$ cat src/rtl/irq_ack_pkg.sv
// Shared constants and types for the read-to-acknowledge interrupt controller.
// Assumes a 16-bit byte address space and 32-bit word accesses.
package irq_ack_pkg;
    localparam int ADDR_W = 16;

    localparam logic [ADDR_W-1:0] OFS_LINE_COUNT = 16'h0004;
    localparam logic [ADDR_W-1:0] OFS_ACK        = 16'h2004;
    localparam logic [ADDR_W-1:0] OFS_ROUTE_BASE = 16'h3000;
    // Address bits 15:9 that select the page of the four set/clear banks.
    localparam logic [6:0]        BANK_PAGE      = 7'h20;

    localparam logic [15:0] ACK_TYPE_HW = 16'd1;

    // Address bits 8:7 pick one of the four banks inside the page.
    typedef enum logic [1:0] {
        BANK_PEND_SET = 2'd0,
        BANK_PEND_CLR = 2'd1,
        BANK_MASK_SET = 2'd2,
        BANK_MASK_CLR = 2'd3
    } bank_kind_e;
endpackage

$ cat src/rtl/irq_line_bank.sv
// Per-line pending and mask state, one generate slice per 32-line word.
// Assumes at most one bank write per cycle. An acknowledge sets the mask
// after any write to the same word has been applied.
module irq_line_bank
    import irq_ack_pkg::*;
#(
    parameter int NUM_LINES = 64,
    localparam int WORDS  = NUM_LINES / 32,
    localparam int LINE_W = $clog2(NUM_LINES),
    localparam int WORD_W = (WORDS > 1) ? $clog2(WORDS) : 1
) (
    input  logic                 clk,
    input  logic                 rst_n,
    input  logic                 wr_en,
    input  bank_kind_e           wr_kind,
    input  logic [WORD_W-1:0]    wr_word,
    input  logic [31:0]          wr_data,
    input  logic                 ack_en,
    input  logic [LINE_W-1:0]    ack_line,
    output logic [NUM_LINES-1:0] pend_q,
    output logic [NUM_LINES-1:0] mask_q
);
    for (genvar w = 0; w < WORDS; w++) begin : g_word
        logic        sel;
        logic [31:0] pend_d;
        logic [31:0] mask_d;

        assign sel = wr_en && (int'(wr_word) == w);

        // Next pending and mask words for this slice.
        always_comb begin
            pend_d = pend_q[w*32 +: 32];
            mask_d = mask_q[w*32 +: 32];
            if (sel) begin
                case (wr_kind)
                    BANK_PEND_SET: pend_d = pend_d | wr_data;
                    BANK_PEND_CLR: pend_d = pend_d & ~wr_data;
                    BANK_MASK_SET: mask_d = mask_d | wr_data;
                    BANK_MASK_CLR: mask_d = mask_d & ~wr_data;
                    default: ;
                endcase
            end
            if (ack_en && ((int'(ack_line) >> 5) == w)) begin
                mask_d[ack_line[4:0]] = 1'b1;
            end
        end

        // State registers: all masked and nothing pending out of reset.
        always_ff @(posedge clk) begin
            if (!rst_n) begin
                pend_q[w*32 +: 32] <= '0;
                mask_q[w*32 +: 32] <= '1;
            end else begin
                pend_q[w*32 +: 32] <= pend_d;
                mask_q[w*32 +: 32] <= mask_d;
            end
        end
    end
endmodule

$ cat src/rtl/irq_route_table.sv
// Per-line routing registers. A line counts as routed to processor 0 only
// when its register holds exactly 1. Assumes an in-range line index.
module irq_route_table #(
    parameter int NUM_LINES = 64,
    parameter int TGT_W     = 8,
    localparam int LINE_W   = $clog2(NUM_LINES)
) (
    input  logic                 clk,
    input  logic                 rst_n,
    input  logic                 wr_en,
    input  logic [LINE_W-1:0]    line,
    input  logic [TGT_W-1:0]     wr_data,
    output logic [TGT_W-1:0]     rd_data,
    output logic [NUM_LINES-1:0] routed
);
    logic [TGT_W-1:0] tgt_q [NUM_LINES];

    for (genvar n = 0; n < NUM_LINES; n++) begin : g_line
        // One routing register per line, cleared by reset.
        always_ff @(posedge clk) begin
            if (!rst_n) begin
                tgt_q[n] <= '0;
            end else if (wr_en && (int'(line) == n)) begin
                tgt_q[n] <= wr_data;
            end
        end

        assign routed[n] = (tgt_q[n] == TGT_W'(1));
    end

    assign rd_data = tgt_q[line];
endmodule

$ cat src/rtl/irq_pick_lowest.sv
// Finds the lowest-numbered set bit of the request vector.
// Assumes nothing about the input. found is 0 when the vector is empty.
module irq_pick_lowest #(
    parameter int NUM_LINES = 64,
    localparam int LINE_W   = $clog2(NUM_LINES)
) (
    input  logic [NUM_LINES-1:0] req,
    output logic                 found,
    output logic [LINE_W-1:0]    line
);
    // Scan from the top so that the lowest set bit is written last.
    always_comb begin
        found = 1'b0;
        line  = '0;
        for (int i = NUM_LINES - 1; i >= 0; i--) begin
            if (req[i]) begin
                found = 1'b1;
                line  = LINE_W'(i);
            end
        end
    end
endmodule

$ cat src/rtl/irq_ack_ctrl.sv
// Top of the read-to-acknowledge interrupt controller. It decodes the
// register port, combines line state into one request to processor 0 and
// masks the acknowledged line on an acknowledge read.
// Assumes NUM_LINES is a multiple of 32 and at most 1024, and single-cycle
// accesses.
module irq_ack_ctrl
    import irq_ack_pkg::*;
#(
    parameter int NUM_LINES = 64,
    parameter int TGT_W     = 8
) (
    input  logic                 clk,
    input  logic                 rst_n,
    input  logic [NUM_LINES-1:0] hw_irq,
    input  logic [ADDR_W-1:0]    bus_addr,
    input  logic                 bus_we,
    input  logic                 bus_re,
    input  logic [31:0]          bus_wdata,
    output logic [31:0]          bus_rdata,
    output logic                 irq_out
);
    localparam int WORDS  = NUM_LINES / 32;
    localparam int LINE_W = $clog2(NUM_LINES);
    localparam int WORD_W = (WORDS > 1) ? $clog2(WORDS) : 1;

    logic                 aligned;
    logic                 hit_count;
    logic                 hit_ack;
    logic                 hit_route;
    logic                 hit_bank;
    logic [ADDR_W-1:0]    route_off;
    logic [LINE_W-1:0]    route_line;
    bank_kind_e           bank_kind;
    logic [WORD_W-1:0]    bank_word;
    logic [NUM_LINES-1:0] pend_q;
    logic [NUM_LINES-1:0] mask_q;
    logic [NUM_LINES-1:0] routed;
    logic [NUM_LINES-1:0] active;
    logic [TGT_W-1:0]     route_rd;
    logic                 pick_found;
    logic [LINE_W-1:0]    pick_line;
    logic                 ack_en;
    logic [31:0]          rd_next;

    // Address decode.
    assign aligned    = (bus_addr[1:0] == 2'b00);
    assign hit_count  = (bus_addr == OFS_LINE_COUNT);
    assign hit_ack    = (bus_addr == OFS_ACK);
    assign route_off  = bus_addr - OFS_ROUTE_BASE;
    assign hit_route  = (bus_addr >= OFS_ROUTE_BASE) && aligned &&
                        (route_off < ADDR_W'(4 * NUM_LINES));
    assign route_line = route_off[LINE_W+1:2];
    assign hit_bank   = (bus_addr[15:9] == BANK_PAGE) && aligned &&
                        (int'(bus_addr[6:2]) < WORDS);
    assign bank_kind  = bank_kind_e'(bus_addr[8:7]);
    assign bank_word  = WORD_W'(bus_addr[6:2]);

    // Combine line state into the request vector and the output.
    assign active  = (hw_irq | pend_q) & ~mask_q & routed;
    assign irq_out = |active;
    assign ack_en  = bus_re && hit_ack && pick_found;

    irq_line_bank #(.NUM_LINES(NUM_LINES)) bank_i (
        .clk      (clk),
        .rst_n    (rst_n),
        .wr_en    (bus_we && hit_bank),
        .wr_kind  (bank_kind),
        .wr_word  (bank_word),
        .wr_data  (bus_wdata),
        .ack_en   (ack_en),
        .ack_line (pick_line),
        .pend_q   (pend_q),
        .mask_q   (mask_q)
    );

    irq_route_table #(.NUM_LINES(NUM_LINES), .TGT_W(TGT_W)) route_i (
        .clk     (clk),
        .rst_n   (rst_n),
        .wr_en   (bus_we && hit_route),
        .line    (route_line),
        .wr_data (bus_wdata[TGT_W-1:0]),
        .rd_data (route_rd),
        .routed  (routed)
    );

    irq_pick_lowest #(.NUM_LINES(NUM_LINES)) pick_i (
        .req   (active),
        .found (pick_found),
        .line  (pick_line)
    );

    // Read data selection for the addressed register.
    always_comb begin
        rd_next = '0;
        if (hit_count) begin
            rd_next = 32'(NUM_LINES);
        end else if (hit_ack) begin
            if (pick_found) rd_next = {ACK_TYPE_HW, 16'(pick_line)};
        end else if (hit_route) begin
            rd_next = 32'(route_rd);
        end else if (hit_bank) begin
            case (bank_kind)
                BANK_PEND_SET, BANK_PEND_CLR: rd_next = pend_q[bank_word*32 +: 32];
                default:                      rd_next = mask_q[bank_word*32 +: 32];
            endcase
        end
    end

    // Read data register: loads on a read strobe, holds otherwise.
    always_ff @(posedge clk) begin
        if (!rst_n) begin
            bus_rdata <= '0;
        end else if (bus_re) begin
            bus_rdata <= rd_next;
        end
    end
endmodule

$ cat config.mk
export PLATFORM = sky130hd
export DESIGN_NAME = irq_ack_ctrl
export DESIGN_NICKNAME = d
export VERILOG_FILES = /design/src/rtl/irq_ack_pkg.sv /design/src/rtl/irq_line_bank.sv /design/src/rtl/irq_route_table.sv /design/src/rtl/irq_pick_lowest.sv /design/src/rtl/irq_ack_ctrl.sv
export SDC_FILE = /design/constraint.sdc
export NUM_CORES = 1
export LEC_CHECK = 0
export BUFFER_PORTS_ARGS = -buffer_cell sky130_fd_sc_hd__buf_4
export CAP_MARGIN = 20
export CORE_MARGIN = 10
export CORE_UTILIZATION = 45
export DETAILED_ROUTE_END_ITERATION = 10
export PLACE_DENSITY_LB_ADDON = 0.1
export SLEW_MARGIN = 20
export SYNTH_ARGS = -nofsm -noshare
export SYNTH_HDL_FRONTEND = slang
export SYNTH_SLANG_ARGS = --single-unit
$ cat constraint.sdc
create_clock -name clk -period 7.1 [get_ports clk]
set_clock_uncertainty 0.05 [all_clocks]
set_input_delay 1.42 -clock clk [delete_from_list [all_inputs] [get_ports clk]]
set_output_delay 1.42 -clock clk [all_outputs]
set_load 0.01 [all_outputs]
==> summary.md <==
| Metric | Value |
|---|---|
| Synth async-reset ratio | 0% |
| Final min period | 5.49 ns |
| Startpoint Class | input port |
| Full die area | 85600 µm² |
| Main combinational cell family by area after synthesis | simple AND/OR/NAND/NOR gates |
| Remaining DRCs | 0 |
| Core footprint | 73300 µm² |
| ANT nets after route | 0 |
| Most used DFF post-synth | edfxtp_1 |
| Max VDD drop | 0.143 mV |
| Total GRT Usage | 29.9% |
| Placed cell area | 35300 µm² |
| Leak pwr | 12.7 nW |
| Slew Limit Fails | 0 |
| Die width | 293 µm |
| H-tree levels | 3 |
| Crit path max fanout | 4 |
| Avg WL per Cell | 35.1 µm |
| CTS tree | done |
| Yosys top cell area share | 46.0% |
| Post-CTS Setup Repair Bufs | 0 |
| Synthesized instance count | 2644 |
| HPWL Detailed | 96.1 mm |
| Detailed Route Iter0 Violations | 4180 |
| Worst-path clk slew | 0.06 ns |
| Most frequent cells after synthesis | 515 x and2_1, 512 x edfxtp_1, 234 x nor2_1 |
| Slew headroom | 23.0% |
| Synth area leader | edfxtp_1 |
| Synthesized area per cell | 12.7 µm² |
| Synth top area cells | edfxtp_1 46%, mux4_2 13%, and2_1 9.6% |
| TNS Setup | 0 ns |
| First-pass GRT wire length | 183 mm |
| # setup viols final | 0 |
| CTS Hold Bufs | 0 |
| Clock latency on the worst-skew pair | 0.64 ns |
| Net count of the mapped netlist | 2760 |
| RePlAce Congestion | 1.09 |
| Initial Utilization | 45.6% |
| Synth Area in Simple Gates | 18.1% |
| Layout cells sized above 1 | 18.7% |
| Kind of critical path | input port to primary output |
| Post-synthesis cell area | 33400 µm² |
| Worst hold slack | 0.472 ns |
| Clock Sinks | 672 |
| Seq/Total Area, Yosys | 55.5% |
| IO buf count | 148 |
| Fin nets | 2834 |
| Required time worst endpoint | 5.63 ns |
| CTS Root Cell | clkbuf_16 |
| PD cells | 240 nW/µm² |
| CTS buffer count | 75 |
| Avg Vias per Cell | 6.79 |
| Total gr overflow | 0 |
| Die Height | 293 µm |
| Post-detailed-routing wire length | 131 mm |
| Fill cells | 6276 |
| WP data arrival | 4.02 ns |
| XOR/XNOR Fraction of Synth Area | 0% |
| Final core utilization | 51.5% |
| Clock buffer depth | 3 |
| RSZ-0062 raised after global routing | false |
| CTS resizes | 0 |
| Slew of the pin with the lowest slew margin | 1.14 ns |
| Largest net degree at the start of global routing | 75 |
| Count leader, synth | and2_1 |
| Distinct cells, synth | 69 |
| Hold Path Class | flip-flop to flip-flop |
| Vias in the first global route | 23700 |
| Cell Rows | 99 |
| Status | finished clean |
| Warnings from Yosys | 0 |
| Compound-cell area share of the yosys netlist | 10.6% |
| Final instance area | 37700 µm² |
| Fin crit share | 77.4% |
| Synth Area in Adders | 0% |
| Initial antenna violation count | 3 |
| Maximum capacitance violations | 0 |
| I/O pins | 149 |
| Post-synth EDFFs | 512 |
| #FFs+latches synth | 672 |
| Hold Vio Cnt, Final | 0 |
| Max frequency | 182 MHz |
| DR pass1 iterations | 9 |
| Worst Setup End Kind | primary output |
| Worst R2R Setup Slack | 2.62 ns |
| Area grow syn2layout | 12.8% |
| Post-synthesis mux area share | 13.5% |
| Routed via count | 25400 |
## final cells by class
class	instances	area [µm²]	share of cell area, %
antenna	1	2.50	0.00663
tap	959	1200	3.18
sequential	672	18600	49.2
inverter	8	31.3	0.0829
clock buffer	105	2100	5.55
clock inverter	34	312	0.826
multi-input combinational	1781	14100	37.5
timing repair buffer	180	1380	3.65
## cell usage in the layout (no fill, tap or decap), types with 5 or more instances in the layout
cell	instances
a31oi_1	8
nand4_1	15
o21ai_1	30
edfxtp_1	512
a211oi_1	5
o2111ai_1	61
o211ai_2	8
clkbuf_16	77
a22oi_1	28
a311oi_1	67
nor3b_1	66
and2_1	515
clkbuf_8	6
o211ai_1	56
nand2_1	104
and4_1	6
nor4_1	67
o21ai_0	43
mux4_2	200
inv_1	7
clkinv_1	8
nor3_1	5
a21oi_1	134
buf_4	172
clkbuf_1	21
nand3_1	24
clkinv_2	11
dfxtp_1	160
clkinvlp_4	7
nand2b_1	8
nor2_1	234
o2111a_1	21
## path summary, 6_finish.rpt
check,start,end,depth (start not counted)
worst max-delay path,hw_irq[28],irq_out,6
worst max register to register,route_i.tgt_q[59][4],bank_i.mask_q[19],9
worst min register to register,bus_rdata[5],bus_rdata[5],2
worst min-delay path,bus_rdata[5],bus_rdata[5],2
## sequential cells by signal, summed over array words and instances (netlist names), named ones only
signal / flops
bank_i.mask_q: 64
route_i.tgt_q: 512
bus_rdata: 32
## through the flow
stage,power [mW],instances,worst slack (ns)
3_3_place_gp,5.26,3596,1.48
3_5_place_dp,5.27,3596,1.39
6_report,9.07,3740,1.61
5_1_grt,9.25,3739,1.62
2_1_floorplan,4.89,2644,2.84
4_1_cts,9.05,3735,1.64
## per-layer routing
layer / track usage (%) / vias up / routed length, µm
met2: 45.2 / 1869 / 57700
met5: 0 / - / 26
met1: 40.7 / 12800 / 50900
met4: 11.6 / 4 / 6010
met3: 8.04 / 284 / 16800
li1: - / 10400 / -
## critical path, cell delays in order
cell       delay, ns
buf_4           0.11
o2111ai_1       0.65
nand4_1         0.43
or4_1           0.70
nand4b_1        0.41
buf_4           0.28
## cells by family (layout without fill, tap and decap cells)
| logic type | Yosys count | count (layout) |
|---|---|---|
| simple gates | 1082 | 1082 |
| flops | 672 | 672 |
| compound gates | 498 | 498 |
| mux | 201 | 201 |
| buf+inv | 191 | 327 |
| other cells | 0 | 1 |
## power breakdown
group	internal [mW]	switching [mW]	total [mW]
logic	0.268	0.459	0.727
registers	4.38	0.109	4.48
clock network	2.22	1.64	3.86
(Power assumes the default switching activity.)
